File: config.mk
export PLATFORM = sky130hd
export DESIGN_NAME = cascade_pulse_gen
export DESIGN_NICKNAME = d
export VERILOG_FILES = /design/src/rtl/cpg_pkg.sv /design/src/rtl/cpg_regs.sv /design/src/rtl/cpg_prescale.sv /design/src/rtl/cpg_pair.sv /design/src/rtl/cascade_pulse_gen.sv
export SDC_FILE = /design/constraint.sdc
export NUM_CORES = 1
export LEC_CHECK = 0
export ABC_AREA = 1
export BUFFER_PORTS_ARGS = -buffer_cell sky130_fd_sc_hd__buf_2
export CORE_MARGIN = 2
export CORE_UTILIZATION = 67
export CTS_CLUSTER_SIZE = 16
export DETAILED_ROUTE_END_ITERATION = 10
export PLACE_DENSITY = 0.92
export RECOVER_POWER = 100
export SKIP_LAST_GASP = 1
export SYNTH_ARGS = -nofsm -noshare
export SYNTH_HDL_FRONTEND = slang
export SYNTH_SLANG_ARGS = --single-unit
File: constraint.sdc
create_clock -name clk_i -period 4.85 [get_ports clk_i]
set_input_delay 1.2125 -clock clk_i [delete_from_list [all_inputs] [get_ports clk_i]]
set_output_delay 1.2125 -clock clk_i [all_outputs]
set_load 0.01 [all_outputs]
File: src/rtl/cpg_pkg.sv
package cpg_pkg;
    typedef struct packed {
        logic pair;
        logic irq_en;
        logic en;
    } cpg_ctrl_t;

    localparam logic [1:0] KIND_LOW  = 2'd0;
    localparam logic [1:0] KIND_HIGH = 2'd1;
    localparam logic [1:0] KIND_CTRL = 2'd2;
    localparam logic [1:0] KIND_PRE  = 2'd3;
endpackage

File: src/rtl/cpg_regs.sv
module cpg_regs
    import cpg_pkg::*;
#(
    parameter int NCH = 4,
    parameter int CW  = 8,
    parameter int PSW = 4,
    localparam int CHW = $clog2(NCH),
    localparam int AW  = CHW + 2
) (
    input  logic                     clk_i,
    input  logic                     rst_ni,
    input  logic                     wr_en_i,
    input  logic [AW-1:0]            wr_addr_i,
    input  logic [CW-1:0]            wr_data_i,
    output logic [NCH-1:0][CW-1:0]   lo_o,
    output logic [NCH-1:0][CW-1:0]   hi_o,
    output cpg_ctrl_t [NCH-1:0]      ctrl_o,
    output logic [PSW-1:0]           pre_o
);
    typedef struct packed {
        logic [NCH-1:0][CW-1:0] lo;
        logic [NCH-1:0][CW-1:0] hi;
        cpg_ctrl_t [NCH-1:0]    ctrl;
        logic [PSW-1:0]         pre;
    } regs_t;

    regs_t r_q, r_d;
    logic [1:0]     kind;
    logic [CHW-1:0] ch;

    assign kind = wr_addr_i[AW-1:CHW];
    assign ch   = wr_addr_i[CHW-1:0];

    always_comb begin
        r_d = r_q;
        if (wr_en_i) begin
            case (kind)
                KIND_LOW:  r_d.lo[ch]   = wr_data_i;
                KIND_HIGH: r_d.hi[ch]   = wr_data_i;
                KIND_CTRL: r_d.ctrl[ch] = wr_data_i[2:0];
                default:   r_d.pre      = wr_data_i[PSW-1:0];
            endcase
        end
    end

    always_ff @(posedge clk_i) begin
        if (!rst_ni) r_q <= '0;
        else         r_q <= r_d;
    end

    assign lo_o   = r_q.lo;
    assign hi_o   = r_q.hi;
    assign ctrl_o = r_q.ctrl;
    assign pre_o  = r_q.pre;
endmodule

File: src/rtl/cpg_prescale.sv
module cpg_prescale #(
    parameter int PSW = 4
) (
    input  logic           clk_i,
    input  logic           rst_ni,
    input  logic [PSW-1:0] sel_i,
    output logic           tick_o
);
    typedef struct packed {
        logic [PSW-1:0] cnt;
    } pre_t;

    pre_t p_q, p_d;

    assign tick_o = (p_q.cnt >= sel_i);

    always_comb begin
        p_d = p_q;
        if (tick_o) p_d.cnt = '0;
        else        p_d.cnt = p_q.cnt + 1'b1;
    end

    always_ff @(posedge clk_i) begin
        if (!rst_ni) p_q <= '0;
        else         p_q <= p_d;
    end


    tick_spacing_chk: assert property (@(posedge clk_i) disable iff (!rst_ni)
        (tick_o && sel_i != '0) |=> (!tick_o || sel_i != $past(sel_i)));
endmodule

File: src/rtl/cpg_pair.sv
module cpg_pair
    import cpg_pkg::*;
#(
    parameter int CW = 8
) (
    input  logic          clk_i,
    input  logic          rst_ni,
    input  logic          tick_i,
    input  cpg_ctrl_t     ctrl_e_i,
    input  cpg_ctrl_t     ctrl_o_i,
    input  logic [CW-1:0] lo_e_i,
    input  logic [CW-1:0] hi_e_i,
    input  logic [CW-1:0] lo_o_i,
    input  logic [CW-1:0] hi_o_i,
    output logic          out_e_o,
    output logic          out_o_o,
    output logic          irq_e_o,
    output logic          irq_o_o
);
    typedef struct packed {
        logic [CW-1:0] cnt;
        logic          out;
        logic          run;
        logic          irq;
    } lane_t;

    typedef struct packed {
        lane_t ev;
        lane_t od;
        logic  pair;
    } st_t;

    st_t s_q, s_d;
    logic [2*CW-1:0] wide_q;

    assign wide_q = {s_q.od.cnt, s_q.ev.cnt};

    function automatic lane_t lane_step(lane_t cur, cpg_ctrl_t c, logic tk,
                                        logic [CW-1:0] lo, logic [CW-1:0] hi);
        lane_t nx;
        nx     = cur;
        nx.irq = 1'b0;
        if (!c.en) begin
            nx = '0;
        end else if (tk) begin
            if (cur.cnt == '0) begin
                nx.out = ~cur.out;
                nx.cnt = cur.out ? lo : hi;
                nx.irq = c.irq_en & cur.run & ~cur.out;
                nx.run = 1'b1;
            end else begin
                nx.cnt = cur.cnt - 1'b1;
            end
        end
        return nx;
    endfunction

    always_comb begin
        s_d        = s_q;
        s_d.pair   = ctrl_e_i.pair;
        s_d.ev.irq = 1'b0;
        s_d.od.irq = 1'b0;
        if (ctrl_e_i.pair != s_q.pair) begin
            s_d.ev = '0;
            s_d.od = '0;
        end else if (s_q.pair) begin
            s_d.od.out = 1'b0;
            s_d.od.run = 1'b0;
            if (!ctrl_e_i.en) begin
                s_d.ev     = '0;
                s_d.od.cnt = '0;
            end else if (tick_i) begin
                if (wide_q == '0) begin
                    s_d.ev.out = ~s_q.ev.out;
                    {s_d.od.cnt, s_d.ev.cnt} = s_q.ev.out ? {lo_o_i, lo_e_i}
                                                          : {hi_o_i, hi_e_i};
                    s_d.ev.irq = ctrl_e_i.irq_en & s_q.ev.run & ~s_q.ev.out;
                    s_d.ev.run = 1'b1;
                end else begin
                    s_d.ev.cnt = s_q.ev.cnt - 1'b1;
                    if (s_q.ev.cnt == '0) s_d.od.cnt = s_q.od.cnt - 1'b1;
                end
            end
        end else begin
            s_d.ev = lane_step(s_q.ev, ctrl_e_i, tick_i, lo_e_i, hi_e_i);
            s_d.od = lane_step(s_q.od, ctrl_o_i, tick_i, lo_o_i, hi_o_i);
        end
    end

    always_ff @(posedge clk_i) begin
        if (!rst_ni) s_q <= '0;
        else         s_q <= s_d;
    end

    assign out_e_o = s_q.ev.out;
    assign out_o_o = s_q.od.out;
    assign irq_e_o = s_q.ev.irq;
    assign irq_o_o = s_q.od.irq;


    off_low_chk: assert property (@(posedge clk_i) disable iff (!rst_ni)
        !ctrl_e_i.en |=> !out_e_o);


    odd_quiet_chk: assert property (@(posedge clk_i) disable iff (!rst_ni)
        (ctrl_e_i.pair && s_q.pair) |-> (!out_o_o && !irq_o_o));


    irq_width_chk: assert property (@(posedge clk_i) disable iff (!rst_ni)
        irq_e_o |=> !irq_e_o);


    irq_edge_chk: assert property (@(posedge clk_i) disable iff (!rst_ni)
        irq_e_o |-> $rose(out_e_o));


    hold_between_ticks_chk: assert property (@(posedge clk_i) disable iff (!rst_ni)
        (!tick_i && ctrl_e_i.en && ctrl_e_i.pair == s_q.pair) |=> $stable(s_q.ev.cnt));
endmodule

File: src/rtl/cascade_pulse_gen.sv
module cascade_pulse_gen
    import cpg_pkg::*;
#(
    parameter int NCH = 4,
    parameter int CW  = 8,
    parameter int PSW = 4,
    localparam int CHW   = $clog2(NCH),
    localparam int AW    = CHW + 2,
    localparam int NPAIR = NCH / 2
) (
    input  logic           clk_i,
    input  logic           rst_ni,
    input  logic           wr_en_i,
    input  logic [AW-1:0]  wr_addr_i,
    input  logic [CW-1:0]  wr_data_i,
    output logic [NCH-1:0] pulse_o,
    output logic [NCH-1:0] irq_o
);
    logic [NCH-1:0][CW-1:0] lo, hi;
    cpg_ctrl_t [NCH-1:0]    ctrl;
    logic [PSW-1:0]         pre;
    logic                   tick;

    cpg_regs #(.NCH(NCH), .CW(CW), .PSW(PSW)) u_regs (
        .clk_i     (clk_i),
        .rst_ni    (rst_ni),
        .wr_en_i   (wr_en_i),
        .wr_addr_i (wr_addr_i),
        .wr_data_i (wr_data_i),
        .lo_o      (lo),
        .hi_o      (hi),
        .ctrl_o    (ctrl),
        .pre_o     (pre)
    );

    cpg_prescale #(.PSW(PSW)) u_pre (
        .clk_i  (clk_i),
        .rst_ni (rst_ni),
        .sel_i  (pre),
        .tick_o (tick)
    );

    for (genvar p = 0; p < NPAIR; p++) begin : g_pair
        cpg_pair #(.CW(CW)) u_pair (
            .clk_i    (clk_i),
            .rst_ni   (rst_ni),
            .tick_i   (tick),
            .ctrl_e_i (ctrl[2*p]),
            .ctrl_o_i (ctrl[2*p+1]),
            .lo_e_i   (lo[2*p]),
            .hi_e_i   (hi[2*p]),
            .lo_o_i   (lo[2*p+1]),
            .hi_o_i   (hi[2*p+1]),
            .out_e_o  (pulse_o[2*p]),
            .out_o_o  (pulse_o[2*p+1]),
            .irq_e_o  (irq_o[2*p]),
            .irq_o_o  (irq_o[2*p+1])
        );
    end
endmodule

==> results.yml <==
synth:
  synth_edf_count: 0
  yosys_warnings: 0
  ys_types: 33
  postSynth.asyncResetShare_pct: 0
  synth.yosys.seq_area_share_pct: 37.36
  syn-num-nets: 1078
  ys_ff_latch: 128
  avgSynthCellArea_um2: 6.532
  netlist_area_um2: 6859
  postSynthCellCount: 1050
  ys.flop_type: "dfxtp_1"
drt:
  postRouteWirelength_mm: 17.10
  ant_nets: 0
  wire_per_inst_um: 14.33
  drtIter0Drc: 569
  firstDrtPassIters: 6
  vias: 6809
  drcViolationCount: 0
  post_drt_via_cell_ratio: 5.707
floorplan:
  start_util_pct: 69.53
  fp-row-count: 36
  die-area_um2: 11060
  ios: 23
  fp.dieH_um: 105.2
  fp.dieW_um: 105.2
  core_area_um2: 9864
placement:
  dp_cells: 1162
  dp_hpwl_mm: 11.48
  gp_congestion: 0.9102
  numPortBuffers: 22
  pre_cts_ws_ns: 1.871
clocking:
  clock_latency_ns: 0.53
  cts.htree.levels: 4
  cts_resized: 0
  cts_hold_buf: 0
  clockBufferDepth: 2
  cts_tree: "yes"
  clock-sinks: 128
  numCtsBuffers: 17
  cts_root_buffer: "clkbuf_8"
  clk_pin_slew_worst_paths_ns: 0.05
  post_cts_buffers: 0
final_layout:
  final_cell_mix: "229 x nand2_1, 137 x o21ai_0, 136 x nor2_1"
  final_layout_size_suffix_gt1_share_pct: 6.038
  nets: 1076
  fin_cells: 1193
  regArea_um2: 2562
  diodes: 0
  final_common_cell: "nand2_1"
  area_delta_synth_final_pct: 8.920
  multi_input_area_um2: 3541
  n_fill_cell: 748
setup_path:
  path_max_fanout: 83
  crit_path_start_kind: "input pin"
  crit_buf_inv: 2
  worstPathArrival_ns: 4.16
  worstPathRequired_ns: 5.29
  critPathTopFamily: "buffers and inverters"
  endpoint_kind: "register"
  critPathKind: "in2reg"
  slowest_stage: "clkbuf_1"
  slowest_delay_ns: 1.99
  path_cells: "buf_2 -> clkbuf_1 -> nand3_1 -> a21oi_1"
grt:
  grt_start_max_net_pins: 84
  antenna_found_initial: 0
  grt_usage_pct: 31.61
  grt_pass1_vias: 6143
  grt_pass1_wl_mm: 28.34
  grt-ovfl-total: 0
power_and_ir_drop:
  power_density_nw_per_um2: 340.8
  p_leak_nw: 3.430
  worst_ir_drop_vdd_uv: 315.7
timing:
  min_period_over_period_pct: 76.87
  setup_violations: 0
  maxSlewHeadroom_pct: -88.19
  fin_tns_setup_ns: 0
  layout_min_cycle_time_ns: 3.728
  hold_viol_final: 0
  grt_setup_unrepaired: "false"
  worst_slack_ns: 1.122
  clock_skew_ns: 0.006282
  drv_slew: 84
  tightest_slew_ns: 2.823
  max_freq_mhz: 268.2
outcome:
  failed_checks: "max-capacitance violations, max-slew violations"
  status: "complete, but fails checks"
run:
  maxCapViolCount: 1
min_path:
  hp-class: "reg2reg"
power breakdown:
group	internal (W)	leakage (nW)	switching, W
Combinational	0.0000524	2.10	0.000131
Clock	0.000837	0.300	0.000444
Sequential	0.00107	1.03	0.0000117
final cells by class:
class	instances	area share (%)
Clock inverter	4	0.9379
Tap cell	133	2.227
Multi-Input combinational cell	746	47.40
Sequential cell	128	34.30
Timing Repair Buffer	24	1.440
Inverter	131	6.582
Clock buffer	27	7.118
registers in the layout, summed over array words and instances (netlist names):
| register | cells |
|---|---|
| g_pair.u_pair.irq_e_o | 2 |
| g_pair.u_pair.irq_o_o | 2 |
| g_pair.u_pair.out_e_o | 2 |
| g_pair.u_pair.out_o_o | 2 |
| g_pair.u_pair.s_q | 38 |
| u_pre.p_q | 4 |
| u_regs.ctrl_o | 10 |
| u_regs.hi_o | 32 |
| u_regs.lo_o | 32 |
| u_regs.pre_o | 4 |
cell usage after synthesis (4+ instances only):
cell / n / share of area [%]
inv_1: 127 / 7.0
nand2_1: 226 / 12
nand4_1: 10 / 0.91
nor2_4: 4 / 0.66
ha_1: 13 / 2.4
xor2_1: 15 / 1.9
o21ai_0: 136 / 9.9
nor2_2: 7 / 0.64
nand3_1: 84 / 6.1
buf_4: 10 / 1.1
clkbuf_1: 29 / 1.6
inv_2: 4 / 0.22
nor2_1: 135 / 7.4
nor3_1: 5 / 0.36
nand2_2: 5 / 0.46
a21oi_1: 81 / 5.9
o211ai_1: 5 / 0.55
dfxtp_1: 128 / 37
per-stage QoR:
stage                     utilization, %  instance area, um^2  total power (W)  hold slack, ns
after floorplan                        -                 6859         0.001233          0.4071
after global placement             70.13                 6918         0.001274          0.4134
after detailed placement           70.13                 6918         0.001279          0.4341
after CTS                          76.23                 7520         0.002548          0.4425
after global routing               75.74                 7471         0.002628          0.4618
final                              75.74                 7471         0.002546          0.4435
layer usage:
| layer | GRT usage, % | wire length (um) | share of wire [%] |
|---|---|---|---|
| met4 | 11.43 | 344 | 2.0 |
| met1 | 41.02 | 7238 | 42 |
| met2 | 51.34 | 8121 | 47 |
| met3 | 7.236 | 1392 | 8.1 |
| met5 | 0 | 0 | 0 |
path summary, 6_finish.rpt:
check,from,end,slack [ns],cells after the start
worst max-delay path,rst_ni,g_pair[1].u_pair.s_q[2],1.12,4
worst min-delay path,u_regs.ctrl_o[10],g_pair[1].u_pair.irq_o_o,0.44,2
worst min register to register,u_regs.ctrl_o[10],g_pair[1].u_pair.irq_o_o,0.44,2
worst max register to register,u_pre.p_q[0],g_pair[0].u_pair.s_q[7],1.68,13
worst min-delay path: stages (launching register included):
cell and delay, ns:
dfxtp_1 0.30, nand2_1 0.05, nor3_1 0.04
logic make-up after synthesis:
| group | Yosys count | share of synthesized area (%) |
|---|---|---|
| DFF | 128 | 37.36 |
| and+or+nand+nor | 486 | 30.17 |
| adders and majority gates | 13 | 2.371 |
| AOI/OAI and AO/OA | 229 | 17.24 |
| xor gates and xnor gates | 18 | 2.299 |
| buffers and inverters | 176 | 10.56 |
No activity file was read; power rests on OpenSTA's default activity.
